===== src/rtl/dsc_ctrl_regs.sv =====
module dsc_ctrl_regs #(
  parameter int          ADDR_W     = 8,
  parameter int          FIELD_W    = 14,
  parameter int          RST_CYCLES = 16,
  parameter logic [31:0] VERSION    = 32'h0002_0100
) (
  input  logic                 clk,
  input  logic                 rst_n,
  input  logic [ADDR_W-1:0]    bus_addr,
  input  logic                 bus_wr,
  input  logic                 bus_rd,
  input  logic [31:0]          bus_wdata,
  output logic [31:0]          bus_rdata,
  output logic [11*32-1:0]     act_timing,
  output logic [31:0]          op_ctrl,
  output logic                 reset_busy
);
  localparam int NTIM = 11;
  localparam int BS_IDX = 7;
  localparam int TW = $clog2(NTIM);
  localparam int CW = $clog2(RST_CYCLES + 1);
  localparam int WW = ADDR_W - 2;
  localparam logic [WW-1:0] TIM_LO = WW'(2);
  localparam logic [WW-1:0] TIM_HI = WW'(2 + NTIM - 1);
  localparam logic [31:0] OP_MASK = 32'h4001_F02F;
  localparam logic [31:0] LO_MASK = 32'((64'd1 << FIELD_W) - 1);
  localparam logic [31:0] PAIR_MASK = LO_MASK | (LO_MASK << 16);

  logic [31:0] shadow_q [NTIM];
  logic [31:0] act_q    [NTIM];
  logic [31:0] op_q;
  logic [CW-1:0] cnt_q;
  logic [31:0] rd_mux;

  wire [WW-1:0] widx    = bus_addr[ADDR_W-1:2];
  wire          aligned = bus_addr[1:0] == 2'b00;
  wire          tim_hit = aligned && widx >= TIM_LO && widx <= TIM_HI;
  wire [TW-1:0] tsel    = TW'(widx - TIM_LO);
  wire          busy    = cnt_q != '0;
  wire          op_hit  = aligned && widx == '0;

  function automatic logic [31:0] tmask(input logic [TW-1:0] i);
    return (i == TW'(BS_IDX)) ? LO_MASK : PAIR_MASK;
  endfunction

  always_comb begin
    rd_mux = '0;
    if (op_hit)
      rd_mux = op_q | {27'b0, busy, 4'b0};
    else if (aligned && widx == WW'(1))
      rd_mux = VERSION;
    else if (tim_hit)
      rd_mux = shadow_q[tsel];
  end

  always_ff @(posedge clk or negedge rst_n) begin
    if (!rst_n) begin
      cnt_q     <= '0;
      op_q      <= '0;
      bus_rdata <= '0;
      for (int i = 0; i < NTIM; i++) begin
        shadow_q[i] <= '0;
        act_q[i]    <= '0;
      end
    end else begin
      if (bus_rd)
        bus_rdata <= rd_mux;
      if (busy) begin
        cnt_q <= cnt_q - 1'b1;
      end else if (bus_wr && op_hit) begin
        if (bus_wdata[4]) begin
          cnt_q <= CW'(RST_CYCLES);
          op_q  <= '0;
          for (int i = 0; i < NTIM; i++) begin
            shadow_q[i] <= '0;
            act_q[i]    <= '0;
          end
        end else begin
          op_q <= bus_wdata & OP_MASK;
          if (bus_wdata[31])
            for (int i = 0; i < NTIM; i++)
              act_q[i] <= shadow_q[i];
        end
      end else if (bus_wr && tim_hit) begin
        shadow_q[tsel] <= bus_wdata & tmask(tsel);
      end
    end
  end

  for (genvar g = 0; g < NTIM; g++) begin : g_out
    assign act_timing[g*32 +: 32] = act_q[g];
  end

  assign op_ctrl    = op_q;
  assign reset_busy = busy;
endmodule


===== config.mk =====
export PLATFORM = sky130hd
export DESIGN_NAME = dsc_ctrl_regs
export DESIGN_NICKNAME = d
export VERILOG_FILES = /design/src/rtl/dsc_ctrl_regs.sv
export SDC_FILE = /design/constraint.sdc
export NUM_CORES = 1
export LEC_CHECK = 0
export ABC_AREA = 1
export CORE_ASPECT_RATIO = 1.5
export CORE_UTILIZATION = 23
export DETAILED_ROUTE_END_ITERATION = 16
export DONT_BUFFER_PORTS = 1
export GPL_TIMING_DRIVEN = 0
export PLACE_DENSITY_LB_ADDON = 0.2
export SLEW_MARGIN = 25
export SYNTH_ARGS = -nofsm -noshare
export SYNTH_HDL_FRONTEND = slang
export SYNTH_SLANG_ARGS = --single-unit
export TNS_END_PERCENT = 5

===== constraint.sdc =====
create_clock -name clk -period 4.3 [get_ports clk]
set_clock_uncertainty 0.15 [all_clocks]
set_input_delay 0.645 -clock clk [delete_from_list [all_inputs] [get_ports clk]]
set_output_delay 0.645 -clock clk [all_outputs]
set_load 0.005 [all_outputs]

==> flow_summary.json, run 1 <==
{
  "status": "completed",
  "via_count": 26120,
  "gp_congestion": 0.943,
  "fin_util": 0.271,
  "dr.pass1.iters": 6,
  "drtAntennaViolNets": 0,
  "post_dp_cell_area_mm2": 0.0320,
  "hp-start": "bus_wdata[2]",
  "seqPwrFrac": 0.454,
  "start_util": 0.231,
  "multi_input_area_mm2": 0.0110,
  "io_buffers": 0,
  "hp-class": "in -> reg",
  "syn_inst": 3551,
  "synth_area_leader_cell": "dfrtp_1",
  "post_cts_buffers": 0,
  "fin_tns_setup_ps": 0,
  "yosys_warnings": 0,
  "synth.area.top_cells": "dfrtp_1 (56%), nand2_1 (15%), nand3_1 (9.7%)",
  "grt_remaining_overflow": 0,
  "whs_path_depth": 2,
  "met2_usage": 0.355,
  "viasPerCell": 4.80,
  "num_rows": 161,
  "drtIter0Drc": 2620,
  "crit_path_max_fanout": 10,
  "reg2reg_to": "act_timing[260]",
  "r2r_cells": 12,
  "end_kind": "flip-flop",
  "top_usage_layer": "met2",
  "fin_area_mm2": 0.0347,
  "syn_avg_cell_area_um2": 8.35,
  "cts-root-buf": "clkbuf_16",
  "dp_hpwl_mm": 112,
  "worstMarginPinSlew_ps": 1210,
  "use_met3": 0.0811,
  "grt_antenna_before_repair": 7,
  "clkTransAtPathRegs_ps": 60,
  "wl_mm": 149,
  "place_ws_ps": 229,
  "finalSetupViolCount": 0,
  "numCtsBuffers": 70,
  "die_w_um": 295,
  "start_kind": "flip-flop",
  "clock-sinks": 665,
  "max_freq_ghz": 0.272,
  "ir_worst_vdd_mv": 0.277,
  "core_area_mm2": 0.128,
  "clock_latency_ps": 690,
  "cts_tree": "yes",
  "p_int_mw": 10.2,
  "final_net_count": 3721,
  "finalNonFillerCells": 5441,
  "cap_violations": 0,
  "finalCriticalPeriod_ps": 3680,
  "grt_first_pass_wirelength_mm": 205,
  "worst_r2r_startpoint": "cnt_q[0]",
  "finalWorstSetupSlack_ps": 624,
  "use_met1": 0.266,
  "chipHeight_um": 442,
  "p_leak_nw": 18.2,
  "yosysTopAreaCellShare": 0.561,
  "grt_use_total": 0.225,
  "regToRegSetupSlack_ps": 620,
  "p_clk_frac": 0.455,
  "cp.required_ps": 4740,
  "die_area_mm2": 0.130,
  "wire_per_inst_um": 27.4,
  "crit_type": "reg -> reg",
  "timing_hold_violations_final": 0,
  "ys_seq_area_frac": 0.561,
  "grt_pass1_vias": 25526,
  "hold_ws_ps": 45.7,
  "holdPathEnd": "op_ctrl[2]",
  "dp_cells": 5288,
  "p_sw_mw": 3.97,
  "grt_max_degree": 666,
  "worstPathArrival_ps": 4120,
  "regArea_mm2": 0.0166,
  "maxSlewViolCount": 0,
  "p_per_area_mw_per_mm2": 408,
  "synth_seq_cells": 665,
  "h-tree-depth": 3,
  "fillers": 13990,
  "boundaryPins": 461,
  "power_frac_comb": 0.091,
  "switching_share": 0.281,
  "slew_headroom": 0.182,
  "area_delta_synth_final_pct": 16.9,
  "drc_errors": 0,
  "period_share": 0.855,
  "synth_area_mm2": 0.0296,
  "clockBufferDepth": 3,
  "rsz0062_at_grt": "false",
  "layout-drive-gt1-share": 0.0850,
  "power_mw": 14.1,
  "synth.distinct_cells": 28
}
## worst max-delay path by stage
stage | startpoint | end | cells after the start | slack, ps
after floorplan | bus_addr[3] | bus_rdata[7] | 9 | 1790
after global placement | bus_addr[3] | shadow_q[153] | 10 | 210
after detailed placement | bus_addr[3] | shadow_q[154] | 10 | 230
after CTS | cnt_q[0] | act_timing[260] | 12 | 660
after global routing | rst_n | act_timing[260] | 5 | 390
final | cnt_q[0] | act_timing[260] | 12 | 620
## power by group through the flow
stage               Sequential (mW)  Combinational (mW)  Clock [mW]
CTS                            6.41                1.12        6.54
global placement               6.53                1.08           0
finish                         6.42                1.28        6.43
global route                   6.42                1.37        6.76
detailed placement             6.53                1.09           0
floorplan                      6.49               0.593           0
## routing by layer
layer	share of wire	wire length [um]
met5	0.00032	47
met4	0.054	8010
met3	0.10	15100
met2	0.46	68500
met1	0.38	57200
## layout by cell type, fill, tap and decap left out, drive strengths merged, types with 20 or more instances in the layout
master,synthesis,routed
inv,92,95
dlygate4sd3,0,20
clkinv,18,34
dfrtp,665,665
o21ai,398,398
conb,1,21
a21oi,42,42
o22ai,69,69
nand3,577,577
clkbuf,153,256
nor2,135,135
nand2,1170,1170
buf,174,185
nand4,28,28
## cells in the mapped netlist (all sizes together)
library cell / number
nand4: 28
inv: 92
dfrtp: 665
clkinv: 18
clkbuf: 153
o211ai: 12
nor2: 135
buf: 174
nand2: 1170
ha: 3
xnor2: 1
xor2: 1
conb: 1
o21ai: 398
nor3: 2
a21oi: 42
nand3: 577
o31ai: 10
o22ai: 69
## critical path: stages, from the launching register on
cell,delay (ps)
dfrtp_1,360
inv_1,130
ha_1,200
nand2_1,120
nor2_4,190
o21ai_1,260
buf_2,400
buf_2,330
nor2_4,380
buf_2,530
buf_4,260
nand3_1,170
nand2_1,120
## flip-flops by register name, indices dropped and copies added, names as in the netlist
| signal | count |
|---|---|
| shadow_q | 308 |
| act_timing | 309 |
| bus_rdata | 32 |
| op_ctrl | 11 |
| cnt_q | 5 |
## logic make-up (layout without fill, tap and decap cells)
kind of cell	Yosys count	count (layout)	synth area share
compound gates	531	531	0.0944
xor+xnor	2	2	0.000591
fa+ha+maj	3	3	0.00127
buf+inv	437	595	0.0694
flops	665	665	0.561
other cells	1	22	0.000127
simple gates	1912	1912	0.273
## what timing repair did
item                                   4_1_cts  5_1_grt
hold buffers                                19        1
resized for setup                            0        0
endpoints found under the hold margin      716      129
## final cells by class
cell class / count / share of cell area
Multi-Input combinational cell: 2469 / 0.319
Sequential cell: 665 / 0.480
Antenna cell: 1 / 0.0000722
Clock buffer: 103 / 0.0591
Buffer: 327 / 0.0476
Inverter: 110 / 0.0119
Timing Repair Buffer: 31 / 0.0119
Tap cell: 1711 / 0.0618
Clock inverter: 24 / 0.00859
Note: power is estimated with default switching activity, not from simulation.
==> inputs of run 2 (changes only) <==
--- a/config.mk
+++ b/config.mk
@@ -12,6 +12,7 @@
 export DONT_BUFFER_PORTS = 1
 export GPL_TIMING_DRIVEN = 0
 export PLACE_DENSITY_LB_ADDON = 0.2
+export SETUP_SLACK_MARGIN = 0.2
 export SLEW_MARGIN = 25
 export SYNTH_ARGS = -nofsm -noshare
 export SYNTH_HDL_FRONTEND = slang
==> constraint.sdc (replaced) <==
create_clock -name clk -period 4.1 [get_ports clk]
set_clock_uncertainty 0.15 [all_clocks]
set_input_delay 0.615 -clock clk [delete_from_list [all_inputs] [get_ports clk]]
set_output_delay 0.615 -clock clk [all_outputs]
set_load 0.005 [all_outputs]
==> flow_summary.json, run 2 (same netlist as run 1, synthesis figures left out) <==
{
  "worst_r2r_startpoint": "cnt_q[0]",
  "finalSetupViolCount": 0,
  "io_buffers": 0,
  "cap_violations": 0,
  "p_per_area_mw_per_mm2": 427,
  "gp_congestion": 0.943,
  "timing_hold_violations_final": 0,
  "drtIter0Drc": 2568,
  "rsz0062_at_grt": "false",
  "start_util": 0.231,
  "grt_pass1_vias": 25514,
  "area_delta_synth_final_pct": 16.9,
  "largest_register_ffs": 309,
  "wl_mm": 149,
  "finalCriticalPeriod_ps": 3640,
  "crit_type": "reg -> reg",
  "path_common_cell": "buf_2",
  "cts-root-buf": "clkbuf_16",
  "clockBufferDepth": 3,
  "clock_latency_ps": 680,
  "cp-startpoint": "cnt_q[0]",
  "max_freq_ghz": 0.275,
  "status": "completed",
  "grt_max_degree": 666,
  "final_net_count": 3721,
  "core_area_mm2": 0.128,
  "worstPathCellList": "inv_1, ha_1, nand2_1, nor2_4, o21ai_1, buf_2, buf_2, nor2_4, buf_2, buf_4, nand3_1, nand2_1",
  "worstMarginPinSlew_ps": 1230,
  "cp_slowest_cell": "buf_2",
  "hp-class": "in -> reg",
  "period_share": 0.887,
  "num_rows": 161,
  "post_cts_buffers": 0,
  "viasPerCell": 4.81,
  "final_common_cell": "nand2_1",
  "crit_path_max_fanout": 10,
  "mostFrequentLayoutCells": "nand2_1 (1158), dfrtp_1 (664), nand3_1 (577)",
  "clkTransAtPathRegs_ps": 70,
  "grt_use_total": 0.225,
  "crit_end": "act_timing[167]",
  "cts_tree": "yes",
  "layout-drive-gt1-share": 0.0850,
  "r2r_cells": 12,
  "dr.pass1.iters": 6,
  "wire_per_inst_um": 27.3,
  "fin_tns_setup_ps": 0,
  "p_leak_nw": 18.2,
  "chipHeight_um": 442,
  "numCtsBuffers": 70,
  "cp.required_ps": 4550,
  "h-tree-depth": 3,
  "grt_remaining_overflow": 0,
  "hold_ws_ps": 57.4,
  "maxSlewViolCount": 0,
  "grt_first_pass_wirelength_mm": 205,
  "die_w_um": 295,
  "ir_worst_vdd_mv": 0.289,
  "end_kind": "flip-flop",
  "drtAntennaViolNets": 0,
  "reg2reg_to": "act_timing[167]",
  "grt_antenna_before_repair": 7,
  "cpPeakStageDelay_ps": 520,
  "clock-sinks": 665,
  "worstPathArrival_ps": 4090,
  "start_kind": "flip-flop",
  "regToRegSetupSlack_ps": 460,
  "via_count": 26203,
  "dp_hpwl_mm": 112,
  "die_area_mm2": 0.130,
  "boundaryPins": 461,
  "slew_headroom": 0.171,
  "drc_errors": 0,
  "whs_path_depth": 2
}
-- run 2: changes by cell type in the layout (fill, tap and decap cells not counted) --
| cell | before | now |
|---|---|---|
| diode_2 | 1 | 3 |
-- run 2: stage by stage --
stage | worst slack, ps | power, mW | instances | utilization | area (um2)
6_report | 463 | 14.8 | 5443 | 0.271 | 34700
3_3_place_gp | 38.5 | 7.98 | 5282 | 0.249 | 31900
4_1_cts | 459 | 14.8 | 5434 | 0.269 | 34500
3_5_place_dp | 59.1 | 7.99 | 5288 | 0.250 | 32000
5_1_grt | 219 | 15.3 | 5441 | 0.271 | 34700
2_1_floorplan | 1620 | 7.43 | 3571 | - | 29700
-- run 2: power by group --
| group | internal (mW) | leakage [nW] | switching [mW] |
|---|---|---|---|
| clock network | 3.76 | 1.15 | 2.97 |
| logic | 0.254 | 7.84 | 1.09 |
| registers | 6.64 | 9.17 | 0.0918 |
| total | 10.7 | 18.2 | 4.16 |
-- run 2: layer usage --
metal	global-route usage	wire length [um]	part of all wire	vias up
met2	0.355	68600	0.46	1061
met4	0.115	7890	0.053	6
li1	-	-	-	11918
met5	0	47	0.00032	-
met1	0.266	57300	0.39	12985
met3	0.0810	14900	0.10	233
-- run 2: cell type report --
class	instances	area [um2]
Timing Repair Buffer	31	413
Tap cell	1711	2140
Fill cell	13990	93500
Sequential cell	665	16600
Antenna cell	3	7.51
Clock buffer	103	2050
Clock inverter	24	298
Multi-Input combinational cell	2469	11000
Inverter	110	413
Buffer	327	1650
-- run 2: critical path, delay by kind of cell (launching register included) --
family | cells | cell delay (ps)
flops | 1 | 350
compound gates | 1 | 260
buf+inv | 5 | 1630
simple gates | 5 | 940
fa+ha+maj | 1 | 200
-- run 2: how the worst min path moves through the flow --
stage | slack, ps | startpoint | end
global route | 40 | bus_wdata[6] | shadow_q[198]
floorplan | 170 | rst_n | act_timing[0]
global placement | 240 | rst_n | act_timing[30]
CTS | -480 | rst_n | act_timing[30]
detailed placement | 230 | rst_n | act_timing[30]
finish | 60 | bus_wdata[6] | shadow_q[198]
-- run 2: timing repair --
action / 4_1_cts / 5_1_grt
gates resized for setup: 0 / 0
endpoints found under the hold margin: 717 / 129
hold buffers: 19 / 1
